File: config.mk
export PLATFORM = sky130hd
export DESIGN_NAME = hw_lock_bank
export DESIGN_NICKNAME = d
export VERILOG_FILES = /design/src/rtl/hw_lock_pkg.sv /design/src/rtl/lock_port_decode.sv /design/src/rtl/lock_state_array.sv /design/src/rtl/lock_read_port.sv /design/src/rtl/hw_lock_bank.sv
export SDC_FILE = /design/constraint.sdc
export NUM_CORES = 1
export LEC_CHECK = 0
export CORE_MARGIN = 5
export CORE_UTILIZATION = 45
export DETAILED_ROUTE_END_ITERATION = 12
export DONT_BUFFER_PORTS = 1
export GPL_ROUTABILITY_DRIVEN = 0
export SETUP_SLACK_MARGIN = 0.2
export SLEW_MARGIN = 10
export SYNTH_ARGS = -nofsm -noshare
export SYNTH_HDL_FRONTEND = slang
export SYNTH_HIERARCHICAL = 1
export SYNTH_SLANG_ARGS = --single-unit
File: constraint.sdc
create_clock -name clk -period 4.6 [get_ports clk]
set_clock_uncertainty 0.05 [all_clocks]
set_input_delay 0.46 -clock clk [delete_from_list [all_inputs] [get_ports clk]]
set_output_delay 0.46 -clock clk [all_outputs]
set_load 0.01 [all_outputs]
File: src/rtl/hw_lock_pkg.sv
package hw_lock_pkg;

  // byte lanes per lock word and the shift that turns a byte offset into an index
  localparam int unsigned WORD_BYTES = 4;
  localparam int unsigned WORD_SHIFT = 2;

  // what the registered read mux returns on the next cycle
  typedef enum logic [1:0] {
    RSEL_NONE   = 2'd0,
    RSEL_LOCK   = 2'd1,
    RSEL_STATUS = 2'd2
  } rsel_e;

endpackage

File: src/rtl/lock_port_decode.sv
module lock_port_decode
  import hw_lock_pkg::*;
#(
  parameter int unsigned        ADDR_W      = 12,
  parameter int unsigned        NUM_LOCKS   = 32,
  parameter logic [ADDR_W-1:0]  LOCK_BASE   = 12'h200,
  parameter logic [ADDR_W-1:0]  STATUS_ADDR = 12'h1FC
) (
  input  logic [ADDR_W-1:0]    addr,
  input  logic                 rd,
  input  logic                 wr,
  output logic [NUM_LOCKS-1:0] claim_vec,
  output logic [NUM_LOCKS-1:0] release_vec,
  output rsel_e                rsel
);

  localparam int unsigned IDX_W     = (NUM_LOCKS > 1) ? $clog2(NUM_LOCKS) : 1;
  localparam int unsigned WIN_BYTES = NUM_LOCKS * WORD_BYTES;

  logic [ADDR_W-1:0] offset;
  logic [IDX_W-1:0]  idx;
  logic              in_win;
  logic              is_status;

  assign offset    = addr - LOCK_BASE;
  assign in_win    = (addr >= LOCK_BASE) && (offset < ADDR_W'(WIN_BYTES));
  assign idx       = offset[WORD_SHIFT +: IDX_W];
  assign is_status = (addr == STATUS_ADDR);

  for (genvar i = 0; i < NUM_LOCKS; i++) begin : g_sel
    logic sel;
    assign sel            = in_win && (idx == IDX_W'(i));
    assign claim_vec[i]   = rd && sel;
    assign release_vec[i] = wr && sel;
  end

  always_comb begin
    rsel = RSEL_NONE;
    if (rd && in_win)         rsel = RSEL_LOCK;
    else if (rd && is_status) rsel = RSEL_STATUS;
  end

endmodule

File: src/rtl/lock_state_array.sv
module lock_state_array #(
  parameter int unsigned NUM_LOCKS = 32,
  parameter int unsigned NUM_PORTS = 2
) (
  input  logic                                clk,
  input  logic                                rst,
  input  logic [NUM_PORTS-1:0][NUM_LOCKS-1:0] claim,
  input  logic [NUM_PORTS-1:0][NUM_LOCKS-1:0] release_req,
  output logic [NUM_PORTS-1:0][NUM_LOCKS-1:0] grant,
  output logic [NUM_LOCKS-1:0]                held
);

  logic [NUM_LOCKS-1:0] held_q;
  logic [NUM_LOCKS-1:0] held_next;

  for (genvar i = 0; i < NUM_LOCKS; i++) begin : g_lock
    logic [NUM_PORTS-1:0] rel_col;
    logic [NUM_PORTS:0]   taken;

    for (genvar p = 0; p < NUM_PORTS; p++) begin : g_rel
      assign rel_col[p] = release_req[p][i];
    end

    // releases land first, then ports are served in index order
    assign taken[0] = held_q[i] && !(|rel_col);

    for (genvar p = 0; p < NUM_PORTS; p++) begin : g_arb
      assign grant[p][i] = claim[p][i] && !taken[p];
      assign taken[p+1]  = taken[p] || grant[p][i];
    end

    assign held_next[i] = taken[NUM_PORTS];
  end

  always_ff @(posedge clk) begin
    if (rst) held_q <= '0;
    else     held_q <= held_next;
  end

  assign held = held_q;

endmodule

File: src/rtl/lock_read_port.sv
module lock_read_port
  import hw_lock_pkg::*;
#(
  parameter int unsigned DATA_W    = 32,
  parameter int unsigned NUM_LOCKS = 32
) (
  input  logic                 clk,
  input  logic                 rst,
  input  rsel_e                rsel,
  input  logic [NUM_LOCKS-1:0] grant,
  input  logic [NUM_LOCKS-1:0] held,
  output logic [DATA_W-1:0]    rdata
);

  logic [DATA_W-1:0] rdata_q;

  always_ff @(posedge clk) begin
    if (rst) begin
      rdata_q <= '0;
    end else begin
      case (rsel)
        RSEL_LOCK:   rdata_q <= DATA_W'(grant);
        RSEL_STATUS: rdata_q <= DATA_W'(held);
        default:     rdata_q <= '0;
      endcase
    end
  end

  assign rdata = rdata_q;

endmodule

File: src/rtl/hw_lock_bank.sv
module hw_lock_bank
  import hw_lock_pkg::*;
#(
  parameter int unsigned       ADDR_W      = 12,
  parameter int unsigned       DATA_W      = 32,
  parameter int unsigned       NUM_LOCKS   = 32,
  parameter logic [ADDR_W-1:0] LOCK_BASE   = 12'h200,
  parameter logic [ADDR_W-1:0] STATUS_ADDR = 12'h1FC
) (
  input  logic              clk,
  input  logic              rst,
  input  logic [ADDR_W-1:0] c0_addr,
  input  logic              c0_rd,
  input  logic              c0_wr,
  output logic [DATA_W-1:0] c0_rdata,
  input  logic [ADDR_W-1:0] c1_addr,
  input  logic              c1_rd,
  input  logic              c1_wr,
  output logic [DATA_W-1:0] c1_rdata
);

  localparam int unsigned NUM_PORTS = 2;

  logic [NUM_PORTS-1:0][ADDR_W-1:0]    p_addr;
  logic [NUM_PORTS-1:0]                p_rd;
  logic [NUM_PORTS-1:0]                p_wr;
  logic [NUM_PORTS-1:0][DATA_W-1:0]    p_rdata;
  logic [NUM_PORTS-1:0][NUM_LOCKS-1:0] claim;
  logic [NUM_PORTS-1:0][NUM_LOCKS-1:0] release_req;
  logic [NUM_PORTS-1:0][NUM_LOCKS-1:0] grant;
  rsel_e                               rsel [NUM_PORTS];
  logic [NUM_LOCKS-1:0]                held_q;

  assign p_addr   = {c1_addr, c0_addr};
  assign p_rd     = {c1_rd, c0_rd};
  assign p_wr     = {c1_wr, c0_wr};
  assign c0_rdata = p_rdata[0];
  assign c1_rdata = p_rdata[1];

  for (genvar p = 0; p < NUM_PORTS; p++) begin : g_port
    lock_port_decode #(
      .ADDR_W      (ADDR_W),
      .NUM_LOCKS   (NUM_LOCKS),
      .LOCK_BASE   (LOCK_BASE),
      .STATUS_ADDR (STATUS_ADDR)
    ) u_dec (
      .addr        (p_addr[p]),
      .rd          (p_rd[p]),
      .wr          (p_wr[p]),
      .claim_vec   (claim[p]),
      .release_vec (release_req[p]),
      .rsel        (rsel[p])
    );

    lock_read_port #(
      .DATA_W    (DATA_W),
      .NUM_LOCKS (NUM_LOCKS)
    ) u_rd (
      .clk   (clk),
      .rst   (rst),
      .rsel  (rsel[p]),
      .grant (grant[p]),
      .held  (held_q),
      .rdata (p_rdata[p])
    );
  end

  lock_state_array #(
    .NUM_LOCKS (NUM_LOCKS),
    .NUM_PORTS (NUM_PORTS)
  ) u_state (
    .clk         (clk),
    .rst         (rst),
    .claim       (claim),
    .release_req (release_req),
    .grant       (grant),
    .held        (held_q)
  );

endmodule

==> results.yml <==
sta:
  fmax_mhz: 384
  period_share: 0.566
  slew_violations: 0
  fin_crit_ns: 2.60
  setup_tns_ns: 0
  finalSetupViolCount: 0
  tightestPinTransition_ns: 0.981
  max_slew_margin: 0.346
  rsz0062_at_grt: "no"
  finalHoldViolations: 0
worst_hold_path:
  hold_depth: 2
  hold_start: "u_state/held[28]"
  hp-class: "flop to flop"
synthesis:
  yosys_warnings: 6
  synth_nets: 656
  ys_types: 29
  syn_inst: 620
  syn_area_um2: 5760
  synth_seq_cells: 96
  syn_avg_cell_area_um2: 9.29
  ys_seq_area_frac: 0.334
critical_path:
  cp.required_ns: 4.84
  cp_top_family: "simple AND/OR/NAND/NOR gates"
  slowest_delay_ns: 0.77
  critPathKind: "input port to flop"
  cp_slowest_cell: "ha_1"
  startpoint: "c1_rd"
  cp-start-kind: "input port"
  rr_worst_depth: 4
  cp.arrival_ns: 2.84
  path_max_fanout: 17
  cp.depth: 6
  crit_path_cell_trace: "nand2_1 > nor4_1 > ha_1 > buf_4 > a22oi_1 > nor2_1"
  rr_startpoint: "u_state/held[18]"
  cp-end-kind: "flop"
  crit_buf_inv: 1
routing:
  routed_wirelength_mm: 17.8
  vias: 5062
  wl_per_cell_um: 23.8
  drcViolationCount: 0
  drt_pass1_iterations: 5
  final_antenna_net_count: 0
  vias_per_cell: 6.77
  drt_iter0_markers: 597
clocking:
  cts_tree: "built"
  clock-sinks: 96
  cts_resized: 0
  cts_made_buffers: 9
  root_buffer: "clkbuf_16"
  cts_hold_buffers: 0
  h-tree-depth: 3
  post-cts-setup-buffer-count: 0
  cts_buffer_depth: 2
  clk_pin_slew_ns: 0.06
  worst_skew_pair.late_latency_ns: 0.36
finish:
  finalNonFillerCells: 748
  fillCellCount: 1169
  final_nets: 607
  drive_gt1_frac: 0.191
  syn_to_final_growth_pct: 5.71
  diodes: 0
placement:
  port-buffer-count: 0
  dpl.hpwl_mm: 11.3
  placed_cells: 732
grt:
  antenna_found_initial: 0
  grt_pass1_wl_mm: 27.5
  grt_pass1_vias: 4933
  grt_use_total: 0.236
  grt-ovfl-total: 0
  grt_max_degree: 65
floorplan:
  die_height_um: 123
  chipWidth_um: 123
  dieArea_um2: 15200
  ios: 94
  fp-row-count: 41
  core_area_um2: 12600
  start_util: 0.458
power:
  powerDensity_nw_per_um2: 305
  internal_power_mw: 1.41
  switching_share: 0.242
  ir_worst_vdd_mv: 0.174
  p_leak_nw: 1.73
  switchingPower_uw: 451
  comb_power_share: 0.074
  clock_power_share: 0.480
  pwr-share-seq: 0.447
status:
  run_status: "complete, no violations"
run:
  cap_violations: 0
[per-layer routing]
layer / vias to the layer above / share of wire / wire [µm] / track usage
li1: 2316 / - / - / -
met1: 2462 / 0.41 / 7380 / 0.301
met2: 241 / 0.47 / 8470 / 0.372
met3: 43 / 0.083 / 1480 / 0.0672
met4: 0 / 0.029 / 512 / 0.105
met5: - / 0 / 0 / 0
[final cells by class]
cell class / count / area, µm² / area share
Tap cell: 172 / 215 / 0.0353
Multi-Input combinational cell: 444 / 3480 / 0.572
Clock inverter: 6 / 115 / 0.0189
Sequential cell: 96 / 1920 / 0.316
Timing Repair Buffer: 11 / 82.6 / 0.0136
Clock buffer: 10 / 239 / 0.0392
Inverter: 9 / 33.8 / 0.00555
[worst paths after layout]
kind                                                 end  slack, ns
worst max-delay path             g_port[1].u_rd/rdata[6]       2.00
worst min register to register  g_port[0].u_rd/rdata[28]       0.48
worst max register to register  g_port[1].u_rd/rdata[18]       3.39
worst min-delay path            g_port[0].u_rd/rdata[28]       0.48
[tightest hold or removal path: cells and delay by family, from the launching register on]
kind	cells	cell delay (ns)
AOI/OAI and AO/OA	1	0.07
DFF	1	0.34
and+or+nand+nor	1	0.08
[flip-flops by register name, summed over array words and instances (netlist names)]
signal	flops
g_port.u_rd/rdata	64
u_state/held	32
[per-stage QoR]
step	worst slack, ns	area, µm²	hold WS (ns)	power [mW]	utilization
CTS	2.08	6090	0.489	1.87	0.485
floorplan	2.15	5760	0.426	0.963	-
global placement	1.71	5740	0.471	0.983	0.456
detailed placement	1.72	5740	0.474	0.984	0.456
global route	1.79	6090	0.522	1.92	0.485
finish	2.00	6090	0.483	1.86	0.485
[power by group through the flow]
| stage | sequential (mW) | clock [mW] | combinational, mW |
|---|---|---|---|
| after floorplan | 0.850 | 0 | 0.112 |
| after global placement | 0.850 | 0 | 0.133 |
| after detailed placement | 0.850 | 0 | 0.134 |
| after CTS | 0.831 | 0.907 | 0.134 |
| after global routing | 0.831 | 0.949 | 0.144 |
| final | 0.831 | 0.892 | 0.137 |
[cells by family after synthesis]
kind of cell,count (synthesis),synth area share
fa+ha+maj,6,0.0130
compound gates,96,0.132
buf+inv,80,0.0740
flops,96,0.334
simple gates,340,0.444
xor+xnor,2,0.00304
[layout by cell type, fill, tap and decap left out, drive strengths merged]
cell type and instances:
a22oi 64, buf 11, bufinv 3, clkbuf 10, clkinv 1, clkinvlp 1
dfxtp 96, ha 6, inv 10, nand2 4, nand2b 4, nand4 2
nand4b 8, nand4bb 14, nor2 64, nor2b 32, nor3b 66, nor4 130
o31a 32, or2 2, or3b 2, or4 2, or4b 10, xor2 2
[cells in the mapped netlist]
cell,instances,area [µm²]
or2_1,2,12.5
nand4_1,2,12.5
inv_1,8,30.0
nand2b_1,4,25.0
nor3b_2,32,400
buf_6,10,113
dfxtp_1,96,1920
or4_4,2,22.5
buf_2,32,160
nor2_2,8,50.1
inv_2,1,3.75
xor2_1,2,17.5
nand2_1,4,15.0
or3b_2,2,17.5
o31a_1,32,280
ha_1,6,75.1
a22oi_1,64,480
nor2_1,56,210
or4b_4,6,82.6
or4b_1,4,40.0
nand4bb_1,14,158
buf_4,3,22.5
nor2b_1,32,200
nand4b_1,8,70.1
clkbuf_1,18,67.6
nor3b_1,34,255
nor4_2,28,350
nor4_1,102,638
buf_1,8,30.0
Power figures use the tool's default switching activity.
